--- config.mk ---
export PLATFORM = sky130hd
export DESIGN_NAME = irq_stack_seq
export DESIGN_NICKNAME = d
export VERILOG_FILES = /design/src/rtl/irq_seq_pkg.sv /design/src/rtl/irq_seq_rst_sync.sv /design/src/rtl/irq_seq_ctrl.sv /design/src/rtl/irq_seq_regs.sv /design/src/rtl/irq_seq_bus.sv /design/src/rtl/irq_stack_seq.sv
export SDC_FILE = /design/constraint.sdc
export NUM_CORES = 1
export LEC_CHECK = 0
export ABC_AREA = 1
export BUFFER_PORTS_ARGS = -buffer_cell sky130_fd_sc_hd__clkbuf_2
export CAP_MARGIN = 5
export CORE_AREA = 2 2 143 117
export CTS_CLUSTER_DIAMETER = 30
export CTS_CLUSTER_SIZE = 20
export DETAILED_ROUTE_END_ITERATION = 8
export DIE_AREA = 0 0 145 119
export PLACE_DENSITY = 0.9
export SYNTH_ARGS = -nofsm -noshare
export SYNTH_HDL_FRONTEND = slang
export SYNTH_SLANG_ARGS = --single-unit
--- constraint.sdc ---
create_clock -name clk -period 6.2 [get_ports clk]
set_input_delay 0.62 -clock clk [delete_from_list [all_inputs] [get_ports clk]]
set_output_delay 0.62 -clock clk [all_outputs]
set_load 0.01 [all_outputs]
--- src/rtl/irq_seq_pkg.sv ---
`timescale 1ns/1ps
package irq_seq_pkg;
  typedef enum logic [2:0] {
    ST_IDLE,
    ST_DUMMY,
    ST_PUSH,
    ST_VEC,
    ST_POP,
    ST_FETCH
  } seq_state_e;

  localparam int unsigned STACK_FRAME = 5;
  localparam int unsigned VEC_LEN     = 2;
endpackage

--- src/rtl/irq_seq_rst_sync.sv ---
`timescale 1ns/1ps
module irq_seq_rst_sync (
  input  logic clk,
  input  logic rst_n,
  output logic rst_n_sync
);
  logic [1:0] sync_q;

  always_ff @(posedge clk or negedge rst_n) begin
    if (!rst_n) sync_q <= 2'b00;
    else        sync_q <= {sync_q[0], 1'b1};
  end

  assign rst_n_sync = sync_q[1];
endmodule

--- src/rtl/irq_seq_ctrl.sv ---
`timescale 1ns/1ps
module irq_seq_ctrl
  import irq_seq_pkg::*;
#(
  parameter int unsigned DUMMY_CYC = 2,
  parameter int unsigned STEP_W    = 3
) (
  input  logic              clk,
  input  logic              rst_n,
  input  logic              start_entry,
  input  logic              start_return,
  output seq_state_e        state,
  output logic [STEP_W-1:0] step,
  output logic              launch
);
  localparam seq_state_e ENTRY_FIRST = (DUMMY_CYC == 0) ? ST_PUSH : ST_DUMMY;
  localparam logic [STEP_W-1:0] DUMMY_LAST =
    (DUMMY_CYC == 0) ? '0 : STEP_W'(DUMMY_CYC - 1);
  localparam logic [STEP_W-1:0] FRAME_LAST = STEP_W'(STACK_FRAME - 1);
  localparam logic [STEP_W-1:0] VEC_LAST   = STEP_W'(VEC_LEN - 1);

  seq_state_e        state_nxt;
  logic [STEP_W-1:0] step_nxt;
  logic              seq_en;

  always_comb begin
    state_nxt = state;
    step_nxt  = step + 1'b1;
    launch    = (state == ST_IDLE) && (start_entry || start_return);
    seq_en    = (state != ST_IDLE) || launch;
    unique case (state)
      ST_IDLE: begin
        step_nxt = '0;
        if (start_entry)       state_nxt = ENTRY_FIRST;
        else if (start_return) state_nxt = ST_POP;
      end
      ST_DUMMY: if (step == DUMMY_LAST) begin
        state_nxt = ST_PUSH;
        step_nxt  = '0;
      end
      ST_PUSH: if (step == FRAME_LAST) begin
        state_nxt = ST_VEC;
        step_nxt  = '0;
      end
      ST_VEC: if (step == VEC_LAST) begin
        state_nxt = ST_FETCH;
        step_nxt  = '0;
      end
      ST_POP: if (step == FRAME_LAST) begin
        state_nxt = ST_FETCH;
        step_nxt  = '0;
      end
      ST_FETCH: begin
        state_nxt = ST_IDLE;
        step_nxt  = '0;
      end
      default: begin
        state_nxt = ST_IDLE;
        step_nxt  = '0;
      end
    endcase
  end

  always_ff @(posedge clk or negedge rst_n) begin
    if (!rst_n) begin
      state <= ST_IDLE;
      step  <= '0;
    end else if (seq_en) begin
      state <= state_nxt;
      step  <= step_nxt;
    end
  end
endmodule

--- src/rtl/irq_seq_regs.sv ---
`timescale 1ns/1ps
module irq_seq_regs
  import irq_seq_pkg::*;
#(
  parameter int unsigned DATA_W   = 8,
  parameter int unsigned MASK_BIT = 3,
  parameter int unsigned STEP_W   = 3,
  localparam int unsigned ADDR_W  = 2 * DATA_W
) (
  input  logic              clk,
  input  logic              rst_n,
  input  seq_state_e        state,
  input  logic [STEP_W-1:0] step,
  input  logic              launch,
  input  logic [ADDR_W-1:0] pc_in,
  input  logic [DATA_W-1:0] x_in,
  input  logic [DATA_W-1:0] a_in,
  input  logic [DATA_W-1:0] ccr_in,
  input  logic [ADDR_W-1:0] sp_in,
  input  logic [ADDR_W-1:0] vec_in,
  input  logic [DATA_W-1:0] data_in,
  output logic [ADDR_W-1:0] snap_ret,
  output logic [DATA_W-1:0] snap_x,
  output logic [DATA_W-1:0] snap_a,
  output logic [DATA_W-1:0] snap_ccr,
  output logic [ADDR_W-1:0] snap_sp,
  output logic [ADDR_W-1:0] snap_vec,
  output logic [ADDR_W-1:0] pc_out,
  output logic [DATA_W-1:0] x_out,
  output logic [DATA_W-1:0] a_out,
  output logic [DATA_W-1:0] ccr_out,
  output logic [ADDR_W-1:0] sp_out
);
  localparam logic [DATA_W-1:0] MASK_VAL   = DATA_W'(1) << MASK_BIT;
  localparam logic [ADDR_W-1:0] FRAME_SIZE = ADDR_W'(STACK_FRAME);
  localparam logic [STEP_W-1:0] FRAME_LAST = STEP_W'(STACK_FRAME - 1);

  logic              push_last, pop_c, pop_a, pop_x, pop_h, pop_l, vec_h, vec_l;
  logic              ccr_en, sp_en, hi_en, pc_en;
  logic [DATA_W-1:0] ccr_nxt;
  logic [ADDR_W-1:0] sp_nxt;
  logic [DATA_W-1:0] hi_q;

  always_comb begin
    push_last = (state == ST_PUSH) && (step == FRAME_LAST);
    pop_c     = (state == ST_POP) && (step == STEP_W'(0));
    pop_a     = (state == ST_POP) && (step == STEP_W'(1));
    pop_x     = (state == ST_POP) && (step == STEP_W'(2));
    pop_h     = (state == ST_POP) && (step == STEP_W'(3));
    pop_l     = (state == ST_POP) && (step == FRAME_LAST);
    vec_h     = (state == ST_VEC) && (step == STEP_W'(0));
    vec_l     = (state == ST_VEC) && (step == STEP_W'(1));
    ccr_en    = push_last || pop_c;
    ccr_nxt   = push_last ? (snap_ccr | MASK_VAL) : data_in;
    sp_en     = push_last || pop_l;
    sp_nxt    = push_last ? (snap_sp - FRAME_SIZE) : (snap_sp + FRAME_SIZE);
    hi_en     = vec_h || pop_h;
    pc_en     = vec_l || pop_l;
  end

  always_ff @(posedge clk or negedge rst_n) begin
    if (!rst_n) begin
      snap_ret <= '0;
      snap_x   <= '0;
      snap_a   <= '0;
      snap_ccr <= '0;
      snap_sp  <= '0;
      snap_vec <= '0;
    end else if (launch) begin
      snap_ret <= pc_in - 1'b1;
      snap_x   <= x_in;
      snap_a   <= a_in;
      snap_ccr <= ccr_in;
      snap_sp  <= sp_in;
      snap_vec <= vec_in;
    end
  end

  always_ff @(posedge clk or negedge rst_n) begin
    if (!rst_n) begin
      ccr_out <= '0;
      sp_out  <= '0;
      a_out   <= '0;
      x_out   <= '0;
      hi_q    <= '0;
      pc_out  <= '0;
    end else begin
      if (ccr_en) ccr_out <= ccr_nxt;
      if (sp_en)  sp_out  <= sp_nxt;
      if (pop_a)  a_out   <= data_in;
      if (pop_x)  x_out   <= data_in;
      if (hi_en)  hi_q    <= data_in;
      if (pc_en)  pc_out  <= {hi_q, data_in};
    end
  end
endmodule

--- src/rtl/irq_seq_bus.sv ---
`timescale 1ns/1ps
module irq_seq_bus
  import irq_seq_pkg::*;
#(
  parameter int unsigned DATA_W  = 8,
  parameter int unsigned STEP_W  = 3,
  localparam int unsigned ADDR_W = 2 * DATA_W
) (
  input  seq_state_e        state,
  input  logic [STEP_W-1:0] step,
  input  logic [ADDR_W-1:0] pc_in,
  input  logic [ADDR_W-1:0] snap_ret,
  input  logic [DATA_W-1:0] snap_x,
  input  logic [DATA_W-1:0] snap_a,
  input  logic [DATA_W-1:0] snap_ccr,
  input  logic [ADDR_W-1:0] snap_sp,
  input  logic [ADDR_W-1:0] snap_vec,
  input  logic [ADDR_W-1:0] pc_out,
  output logic [ADDR_W-1:0] addr,
  output logic              rw,
  output logic [DATA_W-1:0] data_out,
  output logic              done,
  output logic              busy
);
  logic [ADDR_W-1:0] step_ext;
  logic [DATA_W-1:0] push_byte;

  always_comb begin
    step_ext = ADDR_W'(step);
    unique case (int'(step))
      0:       push_byte = snap_ret[DATA_W-1:0];
      1:       push_byte = snap_ret[ADDR_W-1:DATA_W];
      2:       push_byte = snap_x;
      3:       push_byte = snap_a;
      default: push_byte = snap_ccr;
    endcase
  end

  always_comb begin
    addr     = pc_in;
    rw       = 1'b1;
    data_out = '0;
    done     = 1'b0;
    busy     = (state != ST_IDLE);
    unique case (state)
      ST_IDLE:  addr = pc_in;
      ST_DUMMY: addr = snap_sp;
      ST_PUSH: begin
        addr     = snap_sp - step_ext;
        rw       = 1'b0;
        data_out = push_byte;
      end
      ST_VEC:   addr = snap_vec + step_ext;
      ST_POP:   addr = snap_sp + step_ext + 1'b1;
      ST_FETCH: begin
        addr = pc_out;
        done = 1'b1;
      end
      default:  addr = pc_in;
    endcase
  end
endmodule

--- src/rtl/irq_stack_seq.sv ---
`timescale 1ns/1ps
module irq_stack_seq
  import irq_seq_pkg::*;
#(
  parameter int unsigned DATA_W    = 8,
  parameter int unsigned DUMMY_CYC = 2,
  parameter int unsigned MASK_BIT  = 3,
  localparam int unsigned ADDR_W   = 2 * DATA_W
) (
  input  logic              clk,
  input  logic              rst_n,
  input  logic              start_entry,
  input  logic              start_return,
  input  logic [ADDR_W-1:0] vec_in,
  input  logic [ADDR_W-1:0] pc_in,
  input  logic [DATA_W-1:0] x_in,
  input  logic [DATA_W-1:0] a_in,
  input  logic [DATA_W-1:0] ccr_in,
  input  logic [ADDR_W-1:0] sp_in,
  input  logic [DATA_W-1:0] data_in,
  output logic [ADDR_W-1:0] addr,
  output logic              rw,
  output logic [DATA_W-1:0] data_out,
  output logic              done,
  output logic              busy,
  output logic [ADDR_W-1:0] pc_out,
  output logic [DATA_W-1:0] x_out,
  output logic [DATA_W-1:0] a_out,
  output logic [DATA_W-1:0] ccr_out,
  output logic [ADDR_W-1:0] sp_out
);
  localparam int unsigned STEP_MAX =
    (DUMMY_CYC > STACK_FRAME) ? DUMMY_CYC : STACK_FRAME;
  localparam int unsigned STEP_W = $clog2(STEP_MAX + 1);

  logic              rst_n_sync;
  seq_state_e        state;
  logic [STEP_W-1:0] step;
  logic              launch;
  logic [ADDR_W-1:0] snap_ret, snap_sp, snap_vec;
  logic [DATA_W-1:0] snap_x, snap_a, snap_ccr;

  irq_seq_rst_sync u_rst (
    .clk        (clk),
    .rst_n      (rst_n),
    .rst_n_sync (rst_n_sync)
  );

  irq_seq_ctrl #(.DUMMY_CYC(DUMMY_CYC), .STEP_W(STEP_W)) u_ctrl (
    .clk          (clk),
    .rst_n        (rst_n_sync),
    .start_entry  (start_entry),
    .start_return (start_return),
    .state        (state),
    .step         (step),
    .launch       (launch)
  );

  irq_seq_regs #(.DATA_W(DATA_W), .MASK_BIT(MASK_BIT), .STEP_W(STEP_W)) u_regs (
    .clk      (clk),
    .rst_n    (rst_n_sync),
    .state    (state),
    .step     (step),
    .launch   (launch),
    .pc_in    (pc_in),
    .x_in     (x_in),
    .a_in     (a_in),
    .ccr_in   (ccr_in),
    .sp_in    (sp_in),
    .vec_in   (vec_in),
    .data_in  (data_in),
    .snap_ret (snap_ret),
    .snap_x   (snap_x),
    .snap_a   (snap_a),
    .snap_ccr (snap_ccr),
    .snap_sp  (snap_sp),
    .snap_vec (snap_vec),
    .pc_out   (pc_out),
    .x_out    (x_out),
    .a_out    (a_out),
    .ccr_out  (ccr_out),
    .sp_out   (sp_out)
  );

  irq_seq_bus #(.DATA_W(DATA_W), .STEP_W(STEP_W)) u_bus (
    .state    (state),
    .step     (step),
    .pc_in    (pc_in),
    .snap_ret (snap_ret),
    .snap_x   (snap_x),
    .snap_a   (snap_a),
    .snap_ccr (snap_ccr),
    .snap_sp  (snap_sp),
    .snap_vec (snap_vec),
    .pc_out   (pc_out),
    .addr     (addr),
    .rw       (rw),
    .data_out (data_out),
    .done     (done),
    .busy     (busy)
  );
endmodule

==> results by stage, run 1 <==
Clock tree:
- The number of resized instances in the post-cts repair step is 0.
- For this design, the sink count on the clock tree is 144.
- The later-pin clock latency in the skew report is 0.44 ns.
- The clock root buffer is sky130_fd_sc_hd__clkbuf_16.
- TritonCTS built the clock tree.
- After clock tree synthesis, the clock-pin slew on the worst setup and hold paths is 0.07 ns.
- The longest clock path from root to sink contains 2 buffers.
- The setup fix buffers added after clock tree synthesis is 0.
- In this run the number of H-tree levels came out at 4.
- The number of buffers created by CTS is 17.

Timing:
- The number of endpoints with negative hold slack in the final report is 0.
- The worst clock skew on the final layout is 0.0127 ns.
- The post-layout minimum cycle time is 3.93 ns.
- After routing, the total negative slack on setup checks comes to 0 ns.
- The achievable frequency is 255 MHz.
- Once routing completed, OpenROAD measured the worst setup slack at 2.27 ns.
- Setup repair after global routing left no endpoint under its margin.
- The final max-slew violation count is 0.
- The worst slew margin relative to its limit is 0.307.
- For the pin with the worst max-slew slack, the measured transition is 1.04 ns.
- The number of setup violations in the final report is 0.
- The fraction of the cycle the final worst path needs is 0.633.

GRT:
- The total global-route track usage is 0.323.
- The pin count of the biggest net entering global routing is 79.
- The number of antenna violations at the first check in global routing is 0.
- The global-route wire length before repair is 44,300 microns.
- The number of global-route vias before repair is 8,636.
- The total overflow left after global routing is 0.

Worst setup path:
- STA classifies the critical path startpoint as a flip-flop.
- The setup path with the least slack is of type reg2out.
- Of all nets on the critical path, the largest fanout is 15.
- STA puts the critical path data arrival time at 3.31 ns.
- The data required time at the worst endpoint is 5.58 ns.
- The endpoint kind of the worst setup timing path is a primary output.

Synth:
- The number of different library cells used by synthesis comes to 48.
- In the synthesized netlist the async set-or-reset flop fraction comes to 1.00.
- The warning count from the yosys run is 0.
- Synthesis produced a netlist with a net count of 1,365.
- Synthesis produced 1,248 cells.
- Summed over all instances, the cell type with the most area after synthesis is sky130_fd_sc_hd__dfrtp_1.
- The synthesized netlist occupies a cell area of 0.00888 sq mm.
- Of the post-synthesis cell area, the dominant cell type holds 0.406.
- Among all flip-flop cells after synthesis, the most frequent one is sky130_fd_sc_hd__dfrtp_1.
- By count the netlist is led by sky130_fd_sc_hd__nand2_1 (450), sky130_fd_sc_hd__dfrtp_1 (144), sky130_fd_sc_hd__nor2_1 (113).
- After synthesis, the cell types taking the most area are sky130_fd_sc_hd__dfrtp_1 (41%), sky130_fd_sc_hd__nand2_1 (19%), sky130_fd_sc_hd__o21ai_0 (6.1%), sky130_fd_sc_hd__nand3_1 (5.9%), sky130_fd_sc_hd__nor2_1 (4.8%).
- The most used standard cell by instance count after synthesis is sky130_fd_sc_hd__nand2_1.
- The sequential share of the synthesized area is 0.406.
- In this run, synthesis inferred 0 flip-flops with an integrated enable.
- A synthesized cell averages 7.11 sq um.
- Synthesis inferred 144 register bits.

Floorplanning:
- The x dimension of the die is 145 microns.
- The die covers 0.0173 sq mm.
- The height of the chip is 119 microns.
- The number of core rows is 42.
- The initial utilization of the core area, before any placement, comes to 0.554.
- The core region is 0.0160 sq mm.
- 167 I/O pins were placed.

Place:
- Buffers placed on the I/O ports in this run total 166.
- OpenSTA, run right after detailed placement, puts the worst setup slack at 2.70 ns.
- At the end of routability-driven placement, the weighted congestion stood at 0.979.
- The post-detailed-placement half-perimeter wirelength is 20,200 microns.

Detailed routing:
- The routed design has 27,400 microns of wire.
- The routed layout has 9,191 vias.
- In this run, the number of DRC markers left after iteration 0 of detailed routing was 914.
- The count of nets left with antenna violations after detail routing is 0.
- The DRC violation count after routing is 0.
- The first detailed-routing pass took 5 iterations.
- Dividing the detail-routed via count by the number of cells gives 5.67.
- After detailed routing, the average wire length per cell comes to 16.9 microns.

Power:
- The analysis attributes to cell leakage a power of 5.41 nW.
- The ratio of total power to cell area is 515 mW/mm^2.
- Across the VDD grid, the largest voltage drop is 299 uV.

Job:
- The number of violations of the max-capacitance limit is 0.

Min path:
- The class of the worst hold path is reg2reg.

Cells and area:
- The number of nets in the final layout is 1,505.
- The layout-stage area growth over the synthesis result is 16.8%.
- 0 antenna diodes ended up in the layout.
- The final core utilization is 0.647.
- Of the cells placed in the final design, the portion with a size suffix greater than 1 is 0.164.

Status:
- The run finished with clean final reports.
[metal layers]
layer / wire length [microns] / share of wire / GRT usage / vias up
met5: 0 / 0 / 0 / -
met4: 865 / 0.032 / 0.120 / 0
met3: 2440 / 0.089 / 0.0682 / 76
met2: 12200 / 0.45 / 0.500 / 520
met1: 11900 / 0.43 / 0.450 / 4254
li1: - / - / - / 4341
[cells by family after synthesis]
kind of cell               count (synthesis)  synth area share
AOI/OAI and AO/OA                        186             0.117
xor gates and xnor gates                  18            0.0178
adders and majority gates                 33            0.0499
buffers and inverters                    150            0.0698
DFF                                      144             0.406
muxes                                      7           0.00888
other                                      1          0.000422
and+or+nand+nor                          709             0.330
[power by group]
group / switching, mW / internal [mW] / total (mW)
clock network: 0.475 / 0.576 / 1.05
registers: 0.478 / 1.37 / 1.85
logic: 1.60 / 0.843 / 2.44
[repair_timing]
item | 4_1_cts | 5_1_grt
endpoints found under the setup margin | 0 | 0
hold endpoints to repair | 2 | 0
hold buffers | 1 | 0
[worst paths after layout]
| kind | startpoint | end | slack (ns) | cells after the start |
|---|---|---|---|---|
| max | u_ctrl.step[2]$_DFFE_PN0P_ | addr[11] | 2.27 | 11 |
| min | u_rst.sync_q[0]$_DFF_PN0_ | u_rst.sync_q[1]$_DFF_PN0_ | 0.35 | 0 |
| max reg2reg | u_ctrl.step[1]$_DFFE_PN0P_ | u_regs.sp_out[8]$_DFFE_PN0P_ | 2.58 | 15 |
| min reg2reg | u_rst.sync_q[0]$_DFF_PN0_ | u_rst.sync_q[1]$_DFF_PN0_ | 0.35 | 0 |
| max in group asynchronous | u_rst.sync_q[1]$_DFF_PN0_ | u_regs.ccr_out[6]$_DFFE_PN0P_ | 4.27 | 1 |
| min in group asynchronous | rst_n | u_rst.sync_q[1]$_DFF_PN0_ | 0.49 | 2 |
[worst max-delay path, cell delays in order, from the launching register on]
cell                       delay (ns)
sky130_fd_sc_hd__dfrtp_1         0.64
sky130_fd_sc_hd__inv_2           0.23
sky130_fd_sc_hd__ha_1            0.44
sky130_fd_sc_hd__nand2_1         0.09
sky130_fd_sc_hd__nand2_1         0.05
sky130_fd_sc_hd__nor2_1          0.71
sky130_fd_sc_hd__nand3_1         0.14
sky130_fd_sc_hd__nand3_1         0.12
sky130_fd_sc_hd__nand2_1         0.06
sky130_fd_sc_hd__nor2_1          0.14
sky130_fd_sc_hd__nand3_1         0.10
sky130_fd_sc_hd__clkbuf_2        0.14
[placed cells by master (no fill, tap or decap), types with 17 or more instances in the layout]
cell type	instances
sky130_fd_sc_hd__clkbuf_2	166
sky130_fd_sc_hd__dfrtp_1	143
sky130_fd_sc_hd__nand3_1	104
sky130_fd_sc_hd__ha_1	29
sky130_fd_sc_hd__inv_1	93
sky130_fd_sc_hd__clkbuf_16	17
sky130_fd_sc_hd__nand2_1	450
sky130_fd_sc_hd__o21ai_0	109
sky130_fd_sc_hd__nand4_1	18
sky130_fd_sc_hd__a21oi_1	31
sky130_fd_sc_hd__nor2_1	113
[per-stage QoR]
stage          std cells  area, sq um  hold slack, ns  power (mW)
6_report            1621        10400           0.354        5.34
4_1_cts             1621        10400           0.358        5.30
3_3_place_gp        1588         9760           0.342        4.14
3_5_place_dp        1588         9760           0.342        4.23
5_1_grt             1621        10400           0.360        5.68
2_1_floorplan       1248         8880           0.324        3.35
[state kept, by name, summed over array words and instances, names as in the netlist, 8 cells and up]
register / flops
u_regs.snap_sp: 16
u_regs.x_out: 8
u_regs.a_out: 8
u_regs.hi_q: 8
u_regs.snap_ret: 16
u_regs.snap_x: 8
u_regs.pc_out: 16
u_regs.snap_ccr: 8
u_regs.snap_vec: 16
u_regs.sp_out: 16
u_regs.ccr_out: 8
u_regs.snap_a: 8
[area by class of cell]
cell class / instances / area (sq um)
flip-flops and latches: 144 / 3610
clock buffers: 17 / 425
multi-input cells: 954 / 4650
repair buffers: 169 / 856
well taps: 220 / 275
inverters: 102 / 383
clock inverters: 15 / 168
fillers: 1411 / 5660
(Power assumes the default switching activity.)
==> run 2, diff against run 1 <==
--- a/config.mk
+++ b/config.mk
@@ -8,12 +8,12 @@
 export ABC_AREA = 1
 export BUFFER_PORTS_ARGS = -buffer_cell sky130_fd_sc_hd__clkbuf_2
 export CAP_MARGIN = 5
-export CORE_AREA = 2 2 143 117
+export CORE_AREA = 2 2 151 123
 export CTS_CLUSTER_DIAMETER = 30
 export CTS_CLUSTER_SIZE = 20
 export DETAILED_ROUTE_END_ITERATION = 8
-export DIE_AREA = 0 0 145 119
-export PLACE_DENSITY = 0.9
+export DIE_AREA = 0 0 153 125
+export PLACE_DENSITY = 0.86
 export SYNTH_ARGS = -nofsm -noshare
 export SYNTH_HDL_FRONTEND = slang
 export SYNTH_SLANG_ARGS = --single-unit
==> constraint.sdc (replaced) <==
create_clock -name clk -period 3.2 [get_ports clk]
set_input_delay 0.32 -clock clk [delete_from_list [all_inputs] [get_ports clk]]
set_output_delay 0.32 -clock clk [all_outputs]
set_load 0.01 [all_outputs]
==> run 2 against run 1 <==
Sequential power is 92% higher. Cell area grew 1.6%. Sequential share of layout area down 0.52 points. Wire length is 0.22% higher. Power is 95% higher. Clock power is 90% higher. Worst setup slack got worse by 2.1 ns.
==> results by stage, run 2 (same netlist as run 1, synthesis figures left out) <==
Worst setup path:
- The kind of critical path is reg2out.
- STA classifies the critical path endpoint as a primary output.
- The internal reg-to-reg setup slack was 0.28 ns (-2.30 ns).
- The launch instance of the worst register-to-register path is u_ctrl.step[1]$_DFFE_PN0P_.
- The arrival time at the worst endpoint is 2.73 ns (-0.58 ns).
- The capture point of the critical path is addr[3].
- The endpoint identified for the worst register-to-register timing path is u_regs.sp_out[14]$_DFFE_PN0P_.
- The cell depth of the worst flop-to-flop path is 14 (-1).
- The worst-path maximum fanout was 8 (-7).
- The data required time at the worst endpoint is 2.88 ns (-2.70 ns).
- The worst setup path is launched from a flip-flop.
- The most critical setup path has its startpoint at u_regs.snap_sp[2]$_DFFE_PN0P_.

Power:
- The ratio of total power to cell area is 987 mW/mm^2 (+92%).
- The cell leakage power is 5.47 nW (+1.1%).
- The peak supply drop is 542 uV (+81%).
- The overall power is 10.4 mW (+95%).

GRT:
- The pin count of the biggest net entering global routing was 65 (-18%).
- The aggregate global routing overflow was 0 (unchanged).
- The number of antenna violations at the first check in global routing is 0 (unchanged).
- The number of global-route vias before repair is 8,480 (-1.8%).
- The total global-route track usage was 0.291 (-0.0319).
- The global-route wire length before repair came to 44,600 microns (+0.62%).

Place:
- The global placement routability congestion is 0.982 (+0.25%).
- The number of port buffers is 166 (unchanged).
- The total placed instance area is 0.00988 sq mm (+1.2%).
- The post-detailed-placement half-perimeter wirelength is 20,300 microns (+0.63%).

Clock tree:
- The number of levels in the clock H-tree is 4 (unchanged).
- The later-pin clock latency in the skew report is 0.43 ns (about the same).
- The clock transition time at the flip-flop clock pins of the worst setup and hold paths is 0.07 ns (about the same).
- The TritonCTS clock tree is yes.
- The clock root buffer is sky130_fd_sc_hd__clkbuf_16.
- The CTS sink count is 144 (unchanged).
- The number of buffers created by CTS is 17 (unchanged).
- The buffer depth of the longest clock path is 2 (unchanged).

Floorplanning:
- The x dimension of the die came to 153 microns (+5.5%).
- The total die area is 0.0191 sq mm (+11%).
- The height of the chip came to 125 microns (+5.0%).
- The placeable core area is 0.0178 sq mm (+11%).
- The initial standard-cell utilization of the core came to 0.499 (-0.0546).
- The number of core rows is 44 (+4.8%).
- The number of primary I/O pins is 167 (unchanged).

Cells and area:
- The area taken by multi-input logic gates came to 0.00466 sq mm (about the same).
- The layout-stage area growth over the synthesis result is 18.7%.
- Leaving out fill and tap cells, the most frequent cells in the layout are sky130_fd_sc_hd__nand2_1 (450), sky130_fd_sc_hd__clkbuf_2 (166), sky130_fd_sc_hd__dfrtp_1 (140), sky130_fd_sc_hd__nor2_1 (112), sky130_fd_sc_hd__o21ai_0 (109).
- The most common library cell in the layout ignoring fill and taps is sky130_fd_sc_hd__nand2_1.
- The fraction of final layout cells sized beyond drive strength 1 is 0.177 (+0.0131).
- The number of nets in the final layout came to 1,520 (+1.0%).
- The number of inserted diodes is 0 (unchanged).
- The sequential cell area is 0.00361 sq mm (+0.10%).
- The number of fill cells in the layout was 1,697 (+20%).
- The final design instance area without fill is 0.0105 sq mm (+1.6%).

Detailed routing:
- The routed length per instance was 16.7 microns (-1.3%).
- The number of detailed-routing iterations run before antenna repair is 5 (unchanged).
- The vias per cell is 5.51 (-2.8%).
- The count of nets left with antenna violations after detail routing was 0 (unchanged).
- The vias after detailed routing is 9,076 (-1.3%).
- The violation count after the first detailed-route iteration is 980 (+7.2%).
- The total wire length is 27,500 microns (+0.22%).
- The DRC violation count after routing is 0 (unchanged).

Timing:
- The final max-slew violation count was 0 (unchanged).
- The worst clock skew on the final layout is 0.0115 ns (-0.00120 ns).
- The worst slew margin relative to its limit is 0.405 (+0.0981).
- Derived from the worst setup path, the maximum achievable clock frequency is 328 MHz.
- The worst path in the final design needs a cycle of 3.05 ns, including I/O delays and setup.
- The number of setup violations in the final report is 0 (unchanged).
- The fraction of the cycle the final worst path needs is 0.952.
- The slew of the pin with the lowest slew margin is 0.892 ns (-0.147 ns).
- The number of endpoints with negative hold slack in the final report is 0 (unchanged).
- Setup repair after global routing could not meet its margin everywhere.

Min path:
- The class of the worst hold path is in2reg.
- The startpoint identified for the worst hold timing path is ccr_in[4].

Job:
- The number of violations of the max-capacitance limit came to 0 (unchanged).

Status:
- The run finished with clean final reports.
==> run 2: stage by stage <==
| stage | util | setup TNS, ns | std cells | setup slack, ns | hold WS, ns |
|---|---|---|---|---|---|
| after floorplan | - | 0 | 1248 | 0.313 | 0.0244 |
| after global placement | 0.555 | 0 | 1608 | 0.319 | 0.108 |
| after detailed placement | 0.555 | 0 | 1608 | 0.199 | 0.110 |
| after CTS | 0.589 | 0 | 1641 | 0.0453 | 0.0679 |
| after global routing | 0.593 | -0.00215 | 1646 | -0.00215 | 0.0795 |
| final | 0.593 | 0 | 1646 | 0.153 | 0.0746 |
==> run 2: how the worst min path moves through the flow <==
stage	to	slack (ns)	depth (start not counted)
final	u_regs.snap_ccr[4]$_DFFE_PN0P_	0.07	3
after global routing	u_regs.snap_x[1]$_DFFE_PN0P_	0.08	3
after CTS	u_regs.snap_ccr[4]$_DFFE_PN0P_	0.07	3
after detailed placement	u_rst.sync_q[0]$_DFF_PN0_	0.11	1
after global placement	u_rst.sync_q[0]$_DFF_PN0_	0.11	1
after floorplan	u_rst.sync_q[0]$_DFF_PN0_	0.02	0
==> run 2: what timing repair did <==
| item | 4_1_cts | 5_1_grt |
|---|---|---|
| setup buffers | 0 | 5 |
| hold buffers | 1 | 0 |
| endpoints found under the hold margin | 2 | 0 |
| gates cloned | 0 | 0 |
| resized for setup | 1 | 5 |
| setup endpoints to repair | 1 | 15 |
==> run 2: metal layers <==
metal | wire (microns) | vias up | global-route usage
li1 | - | 4372 | -
met1 | 12100 | 4242 | 0.413
met2 | 12600 | 412 | 0.456
met3 | 2160 | 50 | 0.0589
met4 | 602 | 0 | 0.0855
met5 | 0 | - | 0
==> run 2: layout make-up <==
class / count / area share
inverter: 102 / 0.0367
tap: 230 / 0.0273
clock inverter: 14 / 0.0143
multi-input combinational: 954 / 0.442
sequential: 144 / 0.343
clock buffer: 18 / 0.0417
timing repair buffer: 184 / 0.0955
==> run 2: report_power, final <==
group,switching [mW],leakage [nW],internal [mW],total (mW)
clock,0.878,0.285,1.12,2.00
sequential,0.891,1.75,2.67,3.56
combinational,3.14,3.43,1.71,4.84
==> run 2: worst max-delay path, stage by stage (launching register included) <==
cell	delay [ns]
sky130_fd_sc_hd__dfrtp_1	0.49
sky130_fd_sc_hd__ha_1	0.47
sky130_fd_sc_hd__inv_1	0.14
sky130_fd_sc_hd__a21oi_1	0.15
sky130_fd_sc_hd__nand2_1	0.23
sky130_fd_sc_hd__xor2_1	0.21
sky130_fd_sc_hd__o21ai_0	0.29
sky130_fd_sc_hd__nor2_1	0.07
sky130_fd_sc_hd__nand3_1	0.10
sky130_fd_sc_hd__clkbuf_2	0.14
